File: config.mk
export PLATFORM = sky130hd
export DESIGN_NAME = prio_resolver
export DESIGN_NICKNAME = d
export VERILOG_FILES = /design/src/rtl/prio_pkg.sv /design/src/rtl/prio_rank.sv /design/src/rtl/prio_control.sv /design/src/rtl/prio_datapath.sv /design/src/rtl/prio_resolver.sv
export SDC_FILE = /design/constraint.sdc
export NUM_CORES = 1
export LEC_CHECK = 0
export BUFFER_PORTS_ARGS = -buffer_cell sky130_fd_sc_hd__buf_2
export CELL_PAD_IN_SITES_DETAIL_PLACEMENT = 1
export CELL_PAD_IN_SITES_GLOBAL_PLACEMENT = 1
export CORE_MARGIN = 2
export CORE_UTILIZATION = 40
export DETAILED_ROUTE_END_ITERATION = 8
export GPL_TIMING_DRIVEN = 1
export PLACE_DENSITY = 0.79
export RECOVER_POWER = 100
export SETUP_SLACK_MARGIN = 0.05
export SYNTH_ARGS = -nofsm -noshare
export SYNTH_HDL_FRONTEND = slang
export SYNTH_SLANG_ARGS = --single-unit
File: constraint.sdc
create_clock -name vclk -period 6.1
set_input_delay 0.61 -clock vclk [all_inputs]
set_output_delay 0.61 -clock vclk [all_outputs]
set_load 0.05 [all_outputs]
File: src/rtl/prio_pkg.sv
package prio_pkg;
  // Strobes passed from the mode control to the search datapath.
  typedef struct packed {
    logic hideMasked;   // drop masked lines from the in-service comparison
    logic hideCascade;  // drop the cascade line from the in-service comparison
  } prioStrobes_t;
endpackage

File: src/rtl/prio_rank.sv
// Rotated priority search: level of the most urgent set bit, LINES if none.
module prio_rank #(
  parameter int LINES = 8,
  localparam int LW = $clog2(LINES)
) (
  input  logic [LINES-1:0] vec,
  input  logic [LW-1:0]    offset,
  output logic [LW:0]      level
);
  logic [LINES-1:0] rotVec;

  for (genvar p = 0; p < LINES; p++) begin : g_rot
    assign rotVec[p] = vec[LW'(p) + offset];
  end

  always_comb begin
    level = (LW+1)'(LINES);
    for (int p = LINES - 1; p >= 0; p--) begin
      if (rotVec[p]) level = (LW+1)'(p);
    end
  end
endmodule

File: src/rtl/prio_control.sv
// Turns the mode flags into comparison strobes for this instance.
module prio_control
  import prio_pkg::*;
#(
  parameter bit IS_MASTER = 1'b1
) (
  input  logic         specialMask,
  input  logic         nestedMode,
  output prioStrobes_t strobes
);
  always_comb begin
    strobes.hideMasked  = specialMask;
    strobes.hideCascade = nestedMode & IS_MASTER;
  end

  // a slave never hides its cascade bit
  always_comb begin
    assert_slave_keeps_cascade_R6: assert (IS_MASTER || !strobes.hideCascade)
      else $error("slave instance hid its cascade line");
  end
endmodule

File: src/rtl/prio_datapath.sv
// Candidate and comparison sets, three rotated searches, preemption test.
module prio_datapath
  import prio_pkg::*;
#(
  parameter int LINES = 8,
  parameter int CASCADE_LINE = 2,
  localparam int LW = $clog2(LINES)
) (
  input  logic [LINES-1:0] irqReq,
  input  logic [LINES-1:0] irqMask,
  input  logic [LINES-1:0] inService,
  input  logic [LW-1:0]    rotOffset,
  input  prioStrobes_t     strobes,
  output logic             irqValid,
  output logic [LW-1:0]    irqLine,
  output logic             svcValid,
  output logic [LW-1:0]    svcLine
);
  localparam logic [LINES-1:0] CASCADE_BIT = LINES'(1) << CASCADE_LINE;
  localparam logic [LW:0] NONE_LEVEL = (LW+1)'(LINES);

  logic [LINES-1:0] candVec, cmpVec;
  logic [LW:0] pendLevel, cmpLevel, svcLevel;

  always_comb begin
    candVec = irqReq & ~irqMask;
    cmpVec  = inService;
    if (strobes.hideMasked)  cmpVec = cmpVec & ~irqMask;
    if (strobes.hideCascade) cmpVec = cmpVec & ~CASCADE_BIT;
  end

  prio_rank #(.LINES(LINES)) i_pendRank (.vec(candVec),   .offset(rotOffset), .level(pendLevel));
  prio_rank #(.LINES(LINES)) i_cmpRank  (.vec(cmpVec),    .offset(rotOffset), .level(cmpLevel));
  prio_rank #(.LINES(LINES)) i_svcRank  (.vec(inService), .offset(rotOffset), .level(svcLevel));

  always_comb begin
    irqValid = pendLevel < cmpLevel;
    irqLine  = irqValid ? pendLevel[LW-1:0] + rotOffset : '0;
    svcValid = svcLevel != NONE_LEVEL;
    svcLine  = svcValid ? svcLevel[LW-1:0] + rotOffset : '0;
  end

  always_comb begin
    // a reported line is an unmasked request
    assert_win_pending_R3: assert (!irqValid || (irqReq[irqLine] && !irqMask[irqLine]))
      else $error("winner is not a pending candidate");
    // a reported line is never itself in the comparison set
    assert_strict_R4: assert (!irqValid || !cmpVec[irqLine])
      else $error("winner ties an in-service line");
    // the reported in-service line is really in service
    assert_svc_set_R7: assert (!svcValid || inService[svcLine])
      else $error("service line not in service");
    // idle outputs read zero
    assert_idle_zero_R8: assert ((irqValid || irqLine == '0) && (svcValid || svcLine == '0))
      else $error("idle line output not zero");
  end
endmodule

File: src/rtl/prio_resolver.sv
module prio_resolver
  import prio_pkg::*;
#(
  parameter int LINES = 8,
  parameter int CASCADE_LINE = 2,
  parameter bit IS_MASTER = 1'b1,
  localparam int LW = $clog2(LINES)
) (
  input  logic [LINES-1:0] irqReq,
  input  logic [LINES-1:0] irqMask,
  input  logic [LINES-1:0] inService,
  input  logic [LW-1:0]    rotOffset,
  input  logic             specialMask,
  input  logic             nestedMode,
  output logic             irqValid,
  output logic [LW-1:0]    irqLine,
  output logic             svcValid,
  output logic [LW-1:0]    svcLine
);
  prioStrobes_t strobes;

  prio_control #(.IS_MASTER(IS_MASTER)) i_control (
    .specialMask(specialMask), .nestedMode(nestedMode), .strobes(strobes));

  prio_datapath #(.LINES(LINES), .CASCADE_LINE(CASCADE_LINE)) i_datapath (
    .irqReq(irqReq), .irqMask(irqMask), .inService(inService),
    .rotOffset(rotOffset), .strobes(strobes),
    .irqValid(irqValid), .irqLine(irqLine),
    .svcValid(svcValid), .svcLine(svcLine));
endmodule

# Yosys cells after proc, flatten, opt, wreduce, memory -nomap -nowiden
# Index checks and enable logic that the tools add are counted.
[totals] elab_cells=98 out_inout_bits=8 input_bits=29 register_bits=0
[classes] n_lt_le_gt_ge=9 add_sub_neg=9 bitwise_logic=3 n_mux=76 n_eq_ne=1
[op_table] cell="4-bit two-way mux" count=24
[op_table] cell="1-bit binary-select mux with 3-bit select" count=24
[op_table] cell="3-bit by 4-bit < comparator with 1-bit output, second input constant" count=8
[op_table] cell="1-bit two-way mux" count=24
[op_table] cell="8-bit bitwise AND" count=2
[op_table] cell="3-bit adder, first input constant" count=4
[op_table] cell="3-bit two-way mux" count=3
[op_table] cell="8-bit two-way mux" count=1
[op_table] cell="8-bit NOT" count=1
[op_table] cell="2-bit by 3-bit adder with 3-bit output, first input constant" count=2
[op_table] cell="3-bit adder" count=2
[op_table] cell="4-bit < comparator" count=1
[op_table] cell="4-bit != test, second input constant" count=1
[op_table] cell="1-bit by 3-bit adder with 3-bit output, first input constant" count=1

# Logic depth before layout (Yosys ltp)
# Gate-level depths: netlist of the first run.
[logic_depth] ltp_word=16 depth_mapped=18 mapped_depth_nobuf=15

# Hierarchy
# Synthesis of the first run repeated with hierarchy kept, for this count alone.
[hier_totals] cells_unflattened=238 area_unflattened_um2=2438.6
[by_module_without_submodules] mod="prio_rank" cells_each=63 area_each_um2=688.2 instances=3 seq_area_each_um2=0.0
[by_module_without_submodules] mod="prio_datapath" cells_each=47 area_each_um2=359.1 instances=1 seq_area_each_um2=0.0
[by_module_without_submodules] mod="prio_control" cells_each=2 area_each_um2=15.0 instances=1 seq_area_each_um2=0.0

# Worst setup path before layout of the first run
# No wires, ideal clock.
[synth_path] path_type="in2out" from="input rotOffset[1]" to="output irqLine[0]" arrival_ns=4.590 path_stages=18 path_slack_ns=0.900 t_required_ns=5.490 path_cell_list="clkbuf_1 buf_2 clkinv_1 ha_1 buf_2 inv_1 mux4_1 a211oi_1 o21ai_1 nand3_1 and3_1 ha_1 o21ai_0 nand2b_1 a21oi_1 a31oi_2 inv_2 and2_1"
[synth_between] elab_chain_cells=13 elab_cells_between_ends=58
[synth_lines] element="start: declaration" line="prio_resolver.sv:12" source="input logic [LW-1:0] rotOffset,"
[synth_lines] element="3-bit adder" line="prio_rank.sv:13" source="assign rotVec[p] = vec[LW'(p) + offset];"
[synth_lines] element="1-bit binary-select mux with 3-bit select" line="prio_rank.sv:13"
[synth_lines] element="1-bit two-way mux (not written as such)" line="prio_rank.sv:13"
[synth_lines] element="4-bit two-way mux (8 in series)" line="prio_rank.sv:19" source="if (rotVec[p]) level = (LW+1)'(p);"
[synth_lines] element="4-bit < comparator *" line="prio_datapath.sv:37" source="irqValid = pendLevel < cmpLevel;"
[synth_lines] element="via irqValid" line="prio_resolver.sv:15" source="output logic irqValid,"
[synth_lines] element="3-bit two-way mux *" line="prio_datapath.sv:38" source="irqLine = irqValid ? pendLevel[LW-1:0] + rotOffset : '0;"
[synth_lines] element="end: declaration" line="prio_resolver.sv:16" source="output logic [LW-1:0] irqLine,"
# Mark *: on every way through the listed nets, which the timed path passes. The rest lies on a longest branch. The select of a mux whose other input is x is not followed.

# Worst setup path in the final report of the first run
[layout_path] from="input rotOffset[1]" to="output irqLine[0]"
[layout_between] elab_chain_cells=13 elab_cells_between_ends=58
[layout_lines] element="3-bit adder" line="prio_rank.sv:13"
[layout_lines] element="1-bit binary-select mux with 3-bit select" line="prio_rank.sv:13"
[layout_lines] element="1-bit two-way mux (not written as such)" line="prio_rank.sv:13"
[layout_lines] element="4-bit two-way mux (8 in series)" line="prio_rank.sv:19"
[layout_lines] element="4-bit < comparator / 3-bit adder (equally long branches)" line="prio_datapath.sv:37, prio_datapath.sv:38"
[layout_lines] element="3-bit two-way mux *" line="prio_datapath.sv:38"
# Mark *: on every way between the ends. The rest lies on a longest branch, timed or not. The select of a mux whose other input is x is not followed.

==> impl_metrics.xml, run 1 <==
<?xml version="1.0" encoding="UTF-8"?>
<metrics>
  <group name="synthesis">
    <metric name="synth.net_count" unit="">234</metric>
    <metric name="netlist.top_cell.by_area" unit="">sky130_fd_sc_hd__mux4_2</metric>
    <metric name="synthDominantCellAreaShare" unit="%">18.4</metric>
    <metric name="syn-cell-area" unit="mm2">0.00171</metric>
    <metric name="netlist-cell-type-count" unit="">52</metric>
    <metric name="synthesis.yosys.warnings" unit="">0</metric>
    <metric name="syn-mean-instance-area" unit="um2">8.74</metric>
    <metric name="cell_types_occupying_the_most_area_after_synthesis" unit="">sky130_fd_sc_hd__mux4_2 (18%), sky130_fd_sc_hd__mux2i_1 (7.6%), sky130_fd_sc_hd__mux4_1 (6.1%), sky130_fd_sc_hd__ha_1 (5.1%), sky130_fd_sc_hd__nand2_1 (3.9%)</metric>
    <metric name="seq_area_frac_synth" unit="%">0</metric>
    <metric name="syn-instance-count" unit="">196</metric>
  </group>
  <group name="sta">
    <metric name="totalNegativeSetupSlack" unit="ps">0</metric>
    <metric name="worst_max_slew_pin_slew" unit="ps">795</metric>
    <metric name="fin_crit_sh" unit="%">90.4</metric>
    <metric name="final_setup_violation_count" unit="">0</metric>
    <metric name="unrepaired_setup_endpoints_after_global_routing" unit="">no</metric>
    <metric name="maxSlewViolCount" unit="">0</metric>
    <metric name="report.final.hold_viol_count" unit="">0</metric>
    <metric name="layout_min_cycle_time" unit="ps">5510</metric>
    <metric name="timing.slew.headroom" unit="%">46.2</metric>
    <metric name="max_freq" unit="MHz">181</metric>
  </group>
  <group name="critical_path">
    <metric name="worst_ep_arrival_time" unit="ps">4900</metric>
    <metric name="critPathLaunchType" unit="">input pin</metric>
    <metric name="timing.critical_path.slowest_cell_delay" unit="ps">660</metric>
    <metric name="setup.worst_path.start" unit="">rotOffset[1]</metric>
    <metric name="endpoint" unit="">irqLine[0]</metric>
    <metric name="critical-path-top-delay-family" unit="">buffers and inverters</metric>
    <metric name="cp_capture_type" unit="">primary output</metric>
    <metric name="timing.critical_path.fanout_max" unit="">15</metric>
    <metric name="critical_path_cell_by_cell" unit="">buf_2 -&gt; clkinv_1 -&gt; ha_1 -&gt; inv_1 -&gt; mux4_1 -&gt; a211oi_1 -&gt; o21ai_1 -&gt; nand3_1 -&gt; and3_1 -&gt; ha_1 -&gt; o21ai_0 -&gt; nand2b_1 -&gt; a21oi_1 -&gt; a31oi_2 -&gt; inv_2 -&gt; and2_1 -&gt; clkbuf_1</metric>
    <metric name="worstSetupPathDepth" unit="">17</metric>
    <metric name="cp_common_cell" unit="">sky130_fd_sc_hd__ha_1</metric>
    <metric name="worst_path_cell_with_the_longest_stage_delay" unit="">sky130_fd_sc_hd__mux4_1</metric>
    <metric name="timing_worst_setup_path_type" unit="">input pin to primary output</metric>
    <metric name="required" unit="ps">5490</metric>
    <metric name="critPathBufInv" unit="">5</metric>
  </group>
  <group name="power_and_ir_drop">
    <metric name="netSwitchingPower" unit="W">0.000209</metric>
    <metric name="power.density_cell_area" unit="mW/mm2">168</metric>
    <metric name="p_int" unit="W">0.000109</metric>
    <metric name="worst_ir_drop_vdd" unit="mV">0.104</metric>
    <metric name="share_comb_of_total_power" unit="%">100.0</metric>
    <metric name="sequentialPowerShare" unit="%">0</metric>
    <metric name="clock_power_share" unit="%">0</metric>
    <metric name="cellLeakagePower" unit="nW">0.761</metric>
    <metric name="power.share.switching" unit="%">65.8</metric>
  </group>
  <group name="outcome">
    <metric name="run_status" unit="">finished clean</metric>
  </group>
  <group name="placement">
    <metric name="gpl.final_weighted_congestion" unit="">0.799</metric>
    <metric name="place_hpwl" unit="mm">4.00</metric>
    <metric name="placement.cell_area" unit="mm2">0.00190</metric>
    <metric name="io_buffer_count" unit="">37</metric>
  </group>
  <group name="cells_and_area">
    <metric name="cell_area_after_layout" unit="mm2">0.00189</metric>
    <metric name="mostFrequentLayoutCell" unit="">sky130_fd_sc_hd__buf_2</metric>
    <metric name="seq_cells" unit="">0</metric>
    <metric name="flow.area_growth_from_synthesis" unit="%">10.4</metric>
    <metric name="sequential_cell_area" unit="um2">0</metric>
    <metric name="clockBufferCount" unit="">0</metric>
    <metric name="layout.filler_cells" unit="">511</metric>
    <metric name="diodes" unit="">0</metric>
    <metric name="nNetsFinal" unit="">266</metric>
    <metric name="layout-drive-gt1-share" unit="%">26.5</metric>
    <metric name="most-common-layout-cells" unit="">sky130_fd_sc_hd__buf_2 (30), sky130_fd_sc_hd__nand2_1 (18), sky130_fd_sc_hd__mux4_2 (14)</metric>
  </group>
  <group name="cts">
    <metric name="cts_hold_repair.buffers" unit="">0</metric>
    <metric name="number_of_buffers_inserted_by_post_cts_setup_repair" unit="">0</metric>
    <metric name="cts_repair_resize_count" unit="">0</metric>
  </group>
  <group name="detailed_routing">
    <metric name="first_pass_iters" unit="">4</metric>
    <metric name="wl" unit="mm">4.76</metric>
    <metric name="vias_per_instance" unit="">6.06</metric>
    <metric name="via_count" unit="">1673</metric>
    <metric name="post_drt_wl_per_cell" unit="um">17.2</metric>
    <metric name="drt.antenna.violating_nets" unit="">0</metric>
    <metric name="number_of_drc_markers_in_iteration_0" unit="">65</metric>
    <metric name="drc" unit="">0</metric>
  </group>
  <group name="global_route">
    <metric name="grt_max_degree" unit="">40</metric>
    <metric name="grt_util_all_layers" unit="%">19.5</metric>
    <metric name="number_of_antenna_violations_at_the_first_check_in_global_routing" unit="">0</metric>
    <metric name="vias_in_the_first_global_route" unit="">1632</metric>
    <metric name="grt-ovfl-total" unit="">0</metric>
    <metric name="grt_pass1_wl" unit="mm">7.91</metric>
  </group>
  <group name="floorplan">
    <metric name="core_region_area" unit="mm2">0.00406</metric>
    <metric name="chipHeight" unit="um">69.4</metric>
    <metric name="fp-row-count" unit="">23</metric>
    <metric name="die_area" unit="mm2">0.00482</metric>
    <metric name="io_pins" unit="">37</metric>
    <metric name="die-width" unit="um">69.4</metric>
    <metric name="initial_core_util" unit="%">42.2</metric>
  </group>
  <group name="min_path">
    <metric name="worst_hold_path_type" unit="">input pin to primary output</metric>
  </group>
  <group name="run">
    <metric name="drv.max_cap_violation_count" unit="">0</metric>
  </group>
</metrics>
## through the flow
stage / utilization [%] / power [W] / setup WS (ps) / hold slack [ps] / std cells
final: 46.6 / 0.000318 / 588 / 2180 / 276
after global routing: 46.6 / 0.000350 / 266 / 2260 / 276
after CTS: 46.8 / 0.000325 / 747 / 2100 / 276
after detailed placement: 46.8 / 0.000324 / 761 / 2090 / 276
after global placement: 46.8 / 0.000318 / 951 / 2080 / 276
after floorplan: - / 0.000253 / 900 / 1700 / 196
## cell type report
class	instances	area, um2	share of cell area, %
inverters	10	37.5	1.98
multi-input cells	177	1600	84.6
well taps	50	62.6	3.31
repair buffers	39	191	10.1
## per-layer routing
layer	up-vias	routed length (um)	track usage, %
met5	-	0	0
met4	0	0	0
met3	0	116	0.145
met2	32	2330	35.6
met1	811	2310	27.7
li1	830	-	-
## cell families after synthesis
kind of cell             after synthesis  synth area share (%)
AND/OR/NAND/NOR                       83                  28.9
AO/OA/AOI/OAI                         41                  17.5
multiplexers                          36                  35.4
buffers and inverters                 19                  6.57
adder cells (fa/ha/maj)                9                  7.45
XOR/XNOR                               8                  4.09
## synth_stat cells (all sizes together)
cell     number
xor2          5
o311ai        1
and4b         2
inv           9
a21boi        7
clkinv        1
a2111oi       1
clkbuf        1
o21bai        1
a41oi         1
mux2          5
nor4b         2
and2          3
ha            7
nand3b        4
fa            2
o2111ai       4
nor4          2
nor2b         7
o211ai        3
a32oi         2
nor3          3
or4           1
or2           1
buf           8
nor4bb        2
a21oi         5
a211oi        3
and3          3
nor2         13
xnor2         3
o21ai         7
a31oi         1
mux2i        13
nand4         2
and4bb        2
o21a          5
mux4         18
nand4b        1
nand2b       10
nand3         7
nand2        18
## worst min path at each step
stage	slack (ps)	startpoint	to	cells past startpoint
after global placement	2080	rotOffset[2]	svcLine[2]	4
after CTS	2100	rotOffset[2]	svcLine[2]	4
after global routing	2260	rotOffset[2]	svcLine[2]	4
after detailed placement	2090	rotOffset[2]	svcLine[2]	4
after floorplan	1700	rotOffset[0]	svcLine[0]	2
final	2180	rotOffset[2]	svcLine[2]	4
## power groups by stage
| stage | sequential, W | clock [W] | combinational (W) |
|---|---|---|---|
| after global placement | 0 | 0 | 0.000318 |
| after CTS | 0 | 0 | 0.000325 |
| after global routing | 0 | 0 | 0.000350 |
| after detailed placement | 0 | 0 | 0.000324 |
| final | 0 | 0 | 0.000318 |
| after floorplan | 0 | 0 | 0.000253 |
Power figures use the tool's default switching activity.
==> inputs of run 2 (changes only) <==
--- a/config.mk
+++ b/config.mk
@@ -9,10 +9,10 @@
 export CELL_PAD_IN_SITES_DETAIL_PLACEMENT = 1
 export CELL_PAD_IN_SITES_GLOBAL_PLACEMENT = 1
 export CORE_MARGIN = 2
-export CORE_UTILIZATION = 40
+export CORE_UTILIZATION = 44
 export DETAILED_ROUTE_END_ITERATION = 8
 export GPL_TIMING_DRIVEN = 1
-export PLACE_DENSITY = 0.79
+export PLACE_DENSITY = 0.85
 export RECOVER_POWER = 100
 export SETUP_SLACK_MARGIN = 0.05
 export SYNTH_ARGS = -nofsm -noshare
==> impl_metrics.xml, run 2 (synthesized netlist as in run 1, its figures left out) <==
<?xml version="1.0" encoding="UTF-8"?>
<metrics>
  <group name="global_route">
    <metric name="use_met2" unit="%">45.4</metric>
    <metric name="grt_max_degree" unit="">40</metric>
    <metric name="grt_util_all_layers" unit="%">24.5</metric>
    <metric name="grt-ovfl-total" unit="">0</metric>
    <metric name="met1_usage_grt" unit="%">32.6</metric>
    <metric name="grt_busiest_layer" unit="">met2</metric>
    <metric name="grtUsageMet3" unit="%">0.170</metric>
    <metric name="number_of_antenna_violations_at_the_first_check_in_global_routing" unit="">0</metric>
    <metric name="grt_pass1_wl" unit="mm">8.54</metric>
    <metric name="vias_in_the_first_global_route" unit="">1803</metric>
  </group>
  <group name="critical_path">
    <metric name="cp_capture_type" unit="">primary output</metric>
    <metric name="worst_ep_arrival_time" unit="ps">4860</metric>
    <metric name="timing.critical_path.slowest_cell_delay" unit="ps">650</metric>
    <metric name="required" unit="ps">5490</metric>
    <metric name="cp_common_cell" unit="">sky130_fd_sc_hd__ha_1</metric>
    <metric name="worst_path_cell_with_the_longest_stage_delay" unit="">sky130_fd_sc_hd__mux4_1</metric>
    <metric name="critPathBufInv" unit="">5</metric>
    <metric name="critical_path_cell_by_cell" unit="">buf_2 -&gt; clkinv_1 -&gt; ha_1 -&gt; inv_1 -&gt; mux4_1 -&gt; a211oi_1 -&gt; o21ai_1 -&gt; nand3_1 -&gt; and3_1 -&gt; ha_1 -&gt; o21ai_0 -&gt; nand2b_1 -&gt; a21oi_1 -&gt; a31oi_2 -&gt; inv_2 -&gt; and2_1 -&gt; clkbuf_1</metric>
    <metric name="timing_worst_setup_path_type" unit="">input pin to primary output</metric>
    <metric name="critPathLaunchType" unit="">input pin</metric>
    <metric name="timing.critical_path.fanout_max" unit="">15</metric>
    <metric name="critical-path-top-delay-family" unit="">buffers and inverters</metric>
  </group>
  <group name="detailed_routing">
    <metric name="wl" unit="mm">5.12</metric>
    <metric name="via_count" unit="">1755</metric>
    <metric name="vias_per_instance" unit="">6.41</metric>
    <metric name="first_pass_iters" unit="">4</metric>
    <metric name="number_of_drc_markers_in_iteration_0" unit="">74</metric>
    <metric name="drt.antenna.violating_nets" unit="">0</metric>
    <metric name="post_drt_wl_per_cell" unit="um">18.7</metric>
    <metric name="drc" unit="">0</metric>
  </group>
  <group name="cts">
    <metric name="cts_repair_resize_count" unit="">0</metric>
    <metric name="number_of_buffers_inserted_by_post_cts_setup_repair" unit="">0</metric>
    <metric name="cts_hold_repair.buffers" unit="">0</metric>
  </group>
  <group name="sta">
    <metric name="unrepaired_setup_endpoints_after_global_routing" unit="">no</metric>
    <metric name="timing.slew.headroom" unit="%">56.6</metric>
    <metric name="fin_crit_sh" unit="%">89.7</metric>
    <metric name="worst_max_slew_pin_slew" unit="ps">646</metric>
    <metric name="max_freq" unit="MHz">183</metric>
    <metric name="final_setup_violation_count" unit="">0</metric>
    <metric name="maxSlewViolCount" unit="">0</metric>
    <metric name="totalNegativeSetupSlack" unit="ps">0</metric>
    <metric name="final.setup.worst_slack" unit="ps">628</metric>
    <metric name="report.final.hold_viol_count" unit="">0</metric>
    <metric name="layout_min_cycle_time" unit="ps">5470</metric>
    <metric name="hold_slack" unit="ps">2180</metric>
  </group>
  <group name="power_and_ir_drop">
    <metric name="p_int" unit="W">0.000109</metric>
    <metric name="netSwitchingPower" unit="W">0.000212</metric>
    <metric name="worst_ir_drop_vdd" unit="mV">0.0813</metric>
    <metric name="totalPowerFinal" unit="W">0.000322</metric>
    <metric name="sequentialPowerShare" unit="%">0</metric>
    <metric name="share_comb_of_total_power" unit="%">100.0</metric>
    <metric name="power.share.switching" unit="%">66.0</metric>
    <metric name="cellLeakagePower" unit="nW">0.761</metric>
    <metric name="clock_power_share" unit="%">0</metric>
    <metric name="power.density_cell_area" unit="mW/mm2">170</metric>
  </group>
  <group name="cells_and_area">
    <metric name="clockBufferCount" unit="">0</metric>
    <metric name="seq_cells" unit="">0</metric>
    <metric name="diodes" unit="">0</metric>
    <metric name="multiInputGateArea" unit="mm2">0.00160</metric>
    <metric name="mostFrequentLayoutCell" unit="">sky130_fd_sc_hd__buf_2</metric>
    <metric name="layout-drive-gt1-share" unit="%">26.5</metric>
    <metric name="sequential_cell_area" unit="um2">0</metric>
    <metric name="layout.filler_cells" unit="">485</metric>
    <metric name="nNetsFinal" unit="">266</metric>
    <metric name="flow.area_growth_from_synthesis" unit="%">10.3</metric>
    <metric name="final_core_util" unit="%">51.2</metric>
    <metric name="most-common-layout-cells" unit="">sky130_fd_sc_hd__buf_2 (30), sky130_fd_sc_hd__nand2_1 (18), sky130_fd_sc_hd__mux4_2 (14)</metric>
  </group>
  <group name="outcome">
    <metric name="run_status" unit="">finished clean</metric>
  </group>
  <group name="floorplan">
    <metric name="fp-row-count" unit="">22</metric>
    <metric name="io_pins" unit="">37</metric>
    <metric name="initial_core_util" unit="%">46.4</metric>
    <metric name="chipHeight" unit="um">66.4</metric>
    <metric name="die_area" unit="mm2">0.00441</metric>
    <metric name="die-width" unit="um">66.4</metric>
    <metric name="core_region_area" unit="mm2">0.00369</metric>
  </group>
  <group name="placement">
    <metric name="place_worst_setup_slack" unit="ps">839</metric>
    <metric name="place_hpwl" unit="mm">4.24</metric>
    <metric name="io_buffer_count" unit="">37</metric>
    <metric name="gpl.final_weighted_congestion" unit="">0.861</metric>
  </group>
  <group name="run">
    <metric name="drv.max_cap_violation_count" unit="">0</metric>
  </group>
  <group name="min_path">
    <metric name="worst_hold_path_type" unit="">input pin to primary output</metric>
  </group>
</metrics>
==> run 2: worst paths after layout <==
path / startpoint / end / slack (ps) / depth (start not counted)
max: rotOffset[1] / irqLine[0] / 630 / 17
min: rotOffset[2] / svcLine[2] / 2180 / 4
==> run 2: per-stage QoR <==
step                      area [um2]  cells
after global placement          1900    274
final                           1890    274
after global routing            1890    274
after floorplan                 1710    196
after detailed placement        1900    274
after CTS                       1900    274
==> run 2: power by group through the flow <==
| stage | combinational, W | clock [W] | sequential [W] |
|---|---|---|---|
| final | 0.000322 | 0 | 0 |
| after global routing | 0.000351 | 0 | 0 |
| after CTS | 0.000328 | 0 | 0 |
| after detailed placement | 0.000327 | 0 | 0 |
| after global placement | 0.000317 | 0 | 0 |
| after floorplan | 0.000253 | 0 | 0 |
==> run 2: final cells by class <==
type | instances | share of cell area (%)
multi-input combinational | 177 | 84.7
timing repair buffer | 39 | 10.1
tap | 48 | 3.18
inverter | 10 | 1.99
==> run 2: metal layers <==
layer,routed length [um],part of all wire [%]
met1,2250,44
met2,2610,51
met3,211,4.1
met4,46,0.90
met5,0,0
==> inputs of run 3 (changes only) <==
--- a/config.mk
+++ b/config.mk
@@ -9,10 +9,10 @@
 export CELL_PAD_IN_SITES_DETAIL_PLACEMENT = 1
 export CELL_PAD_IN_SITES_GLOBAL_PLACEMENT = 1
 export CORE_MARGIN = 2
-export CORE_UTILIZATION = 44
+export CORE_UTILIZATION = 35
 export DETAILED_ROUTE_END_ITERATION = 8
 export GPL_TIMING_DRIVEN = 1
-export PLACE_DENSITY = 0.85
+export PLACE_DENSITY = 0.7
 export RECOVER_POWER = 100
 export SETUP_SLACK_MARGIN = 0.05
 export SYNTH_ARGS = -nofsm -noshare
==> impl_metrics.xml, run 3 (synthesized netlist as in run 1, its figures left out) <==
<?xml version="1.0" encoding="UTF-8"?>
<metrics>
  <group name="detailed_routing">
    <metric name="wl" unit="mm">4.87</metric>
    <metric name="first_pass_iters" unit="">4</metric>
    <metric name="via_count" unit="">1678</metric>
    <metric name="drc" unit="">0</metric>
    <metric name="number_of_drc_markers_in_iteration_0" unit="">56</metric>
    <metric name="post_drt_wl_per_cell" unit="um">16.6</metric>
    <metric name="vias_per_instance" unit="">5.73</metric>
    <metric name="drt.antenna.violating_nets" unit="">0</metric>
  </group>
  <group name="critical_path">
    <metric name="setup.worst_path.start" unit="">rotOffset[1]</metric>
    <metric name="worst_path_cell_with_the_longest_stage_delay" unit="">sky130_fd_sc_hd__mux4_1</metric>
    <metric name="timing.critical_path.slowest_cell_delay" unit="ps">650</metric>
    <metric name="endpoint" unit="">irqLine[2]</metric>
    <metric name="critPathLaunchType" unit="">input pin</metric>
    <metric name="timing_worst_setup_path_type" unit="">input pin to primary output</metric>
    <metric name="required" unit="ps">5490</metric>
    <metric name="worstSetupPathDepth" unit="">16</metric>
    <metric name="critical-path-top-delay-family" unit="">buffers and inverters</metric>
    <metric name="timing.critical_path.fanout_max" unit="">15</metric>
    <metric name="critical_path_cell_by_cell" unit="">buf_2 -&gt; clkinv_1 -&gt; ha_1 -&gt; inv_1 -&gt; mux4_1 -&gt; a211oi_1 -&gt; o21ai_1 -&gt; nand3_1 -&gt; and3_1 -&gt; ha_1 -&gt; o21ai_0 -&gt; nand2b_1 -&gt; a21oi_1 -&gt; a31oi_2 -&gt; nor2_1 -&gt; clkbuf_1</metric>
    <metric name="critPathBufInv" unit="">4</metric>
    <metric name="worst_ep_arrival_time" unit="ps">4840</metric>
    <metric name="cp_common_cell" unit="">sky130_fd_sc_hd__ha_1</metric>
    <metric name="cp_capture_type" unit="">primary output</metric>
  </group>
  <group name="sta">
    <metric name="final_setup_violation_count" unit="">0</metric>
    <metric name="worst_max_slew_pin_slew" unit="ps">677</metric>
    <metric name="maxSlewViolCount" unit="">0</metric>
    <metric name="max_freq" unit="MHz">184</metric>
    <metric name="fin_crit_sh" unit="%">89.3</metric>
    <metric name="report.final.hold_viol_count" unit="">0</metric>
    <metric name="unrepaired_setup_endpoints_after_global_routing" unit="">no</metric>
    <metric name="layout_min_cycle_time" unit="ps">5450</metric>
    <metric name="timing.slew.headroom" unit="%">54.2</metric>
    <metric name="totalNegativeSetupSlack" unit="ps">0</metric>
  </group>
  <group name="floorplan">
    <metric name="io_pins" unit="">37</metric>
    <metric name="fp-row-count" unit="">25</metric>
    <metric name="chipHeight" unit="um">74.0</metric>
    <metric name="core_region_area" unit="mm2">0.00472</metric>
    <metric name="initial_core_util" unit="%">36.3</metric>
    <metric name="die-width" unit="um">74.0</metric>
    <metric name="die_area" unit="mm2">0.00547</metric>
  </group>
  <group name="cts">
    <metric name="cts_repair_resize_count" unit="">0</metric>
    <metric name="cts_hold_repair.buffers" unit="">0</metric>
    <metric name="number_of_buffers_inserted_by_post_cts_setup_repair" unit="">0</metric>
  </group>
  <group name="cells_and_area">
    <metric name="flow.area_growth_from_synthesis" unit="%">11.8</metric>
    <metric name="nNetsFinal" unit="">266</metric>
    <metric name="layout-drive-gt1-share" unit="%">27.0</metric>
    <metric name="sequential_cell_area" unit="um2">0</metric>
    <metric name="final_core_util" unit="%">40.5</metric>
    <metric name="finalNonFillerCells" unit="">293</metric>
    <metric name="seq_cells" unit="">0</metric>
    <metric name="most-common-layout-cells" unit="">sky130_fd_sc_hd__buf_2 (31), sky130_fd_sc_hd__nand2_1 (18), sky130_fd_sc_hd__mux4_2 (14)</metric>
    <metric name="diodes" unit="">0</metric>
    <metric name="mostFrequentLayoutCell" unit="">sky130_fd_sc_hd__buf_2</metric>
    <metric name="cell_area_after_layout" unit="mm2">0.00191</metric>
    <metric name="clockBufferCount" unit="">0</metric>
  </group>
  <group name="power_and_ir_drop">
    <metric name="worst_ir_drop_vdd" unit="mV">0.114</metric>
    <metric name="share_comb_of_total_power" unit="%">100.0</metric>
    <metric name="sequentialPowerShare" unit="%">0</metric>
    <metric name="cellLeakagePower" unit="nW">0.765</metric>
    <metric name="power.density_cell_area" unit="mW/mm2">167</metric>
    <metric name="clock_power_share" unit="%">0</metric>
    <metric name="power.share.switching" unit="%">65.5</metric>
    <metric name="netSwitchingPower" unit="W">0.000209</metric>
    <metric name="p_int" unit="W">0.000110</metric>
  </group>
  <group name="min_path">
    <metric name="worst_hold_path_type" unit="">input pin to primary output</metric>
  </group>
  <group name="placement">
    <metric name="gpl.final_weighted_congestion" unit="">0.786</metric>
    <metric name="placement.cell_area" unit="mm2">0.00192</metric>
    <metric name="io_buffer_count" unit="">37</metric>
    <metric name="place_hpwl" unit="mm">4.08</metric>
    <metric name="place.detailed.instances" unit="">293</metric>
  </group>
  <group name="global_route">
    <metric name="grt_util_all_layers" unit="%">18.4</metric>
    <metric name="number_of_antenna_violations_at_the_first_check_in_global_routing" unit="">0</metric>
    <metric name="grt_busiest_layer" unit="">met2</metric>
    <metric name="use_met2" unit="%">32.0</metric>
    <metric name="grtUsageMet3" unit="%">0.271</metric>
    <metric name="grt-ovfl-total" unit="">0</metric>
    <metric name="vias_in_the_first_global_route" unit="">1645</metric>
    <metric name="met1_usage_grt" unit="%">27.0</metric>
    <metric name="grt_pass1_wl" unit="mm">8.13</metric>
    <metric name="grt_max_degree" unit="">26</metric>
  </group>
  <group name="outcome">
    <metric name="run_status" unit="">finished clean</metric>
  </group>
  <group name="run">
    <metric name="drv.max_cap_violation_count" unit="">0</metric>
  </group>
</metrics>
run 3: area by class of cell:
cell class / count / area (um2)
fill: 583 / 2810
inverter: 10 / 37.5
multi-input combinational: 177 / 1600
tap: 67 / 83.8
timing repair buffer: 39 / 193
run 3: worst min-delay path by stage:
| stage | start | to | slack, ps | depth (start not counted) |
|---|---|---|---|---|
| global route | rotOffset[0] | irqLine[0] | 2230 | 4 |
| global placement | rotOffset[2] | svcLine[2] | 2100 | 4 |
| floorplan | rotOffset[0] | svcLine[0] | 1700 | 2 |
| finish | rotOffset[0] | irqLine[0] | 2190 | 4 |
| CTS | rotOffset[2] | svcLine[2] | 2120 | 4 |
| detailed placement | rotOffset[2] | svcLine[2] | 2120 | 4 |
run 3: power by group through the flow:
stage | sequential (W) | clock, W | combinational [W]
finish | 0 | 0 | 0.000319
global route | 0 | 0 | 0.000350
CTS | 0 | 0 | 0.000326
detailed placement | 0 | 0 | 0.000325
global placement | 0 | 0 | 0.000320
floorplan | 0 | 0 | 0.000253
run 3: routing by layer:
metal / routed length [um] / share of wire (%)
met1: 2370 / 49
met3: 173 / 3.6
met2: 2320 / 48
met5: 0 / 0
met4: 0 / 0
run 3: metrics by stage:
step | total power, W | hold slack (ps) | setup slack [ps]
global placement | 0.000320 | 2100 | 906
detailed placement | 0.000325 | 2120 | 783
floorplan | 0.000253 | 1700 | 900
global route | 0.000350 | 2230 | 233
finish | 0.000319 | 2190 | 653
CTS | 0.000326 | 2120 | 782
run 3: worst min-delay path: cells and delay by family:
kind / cells / cell delay, ps
buf+inv: 2 / 460
fa+ha+maj: 1 / 370
simple gates: 1 / 130
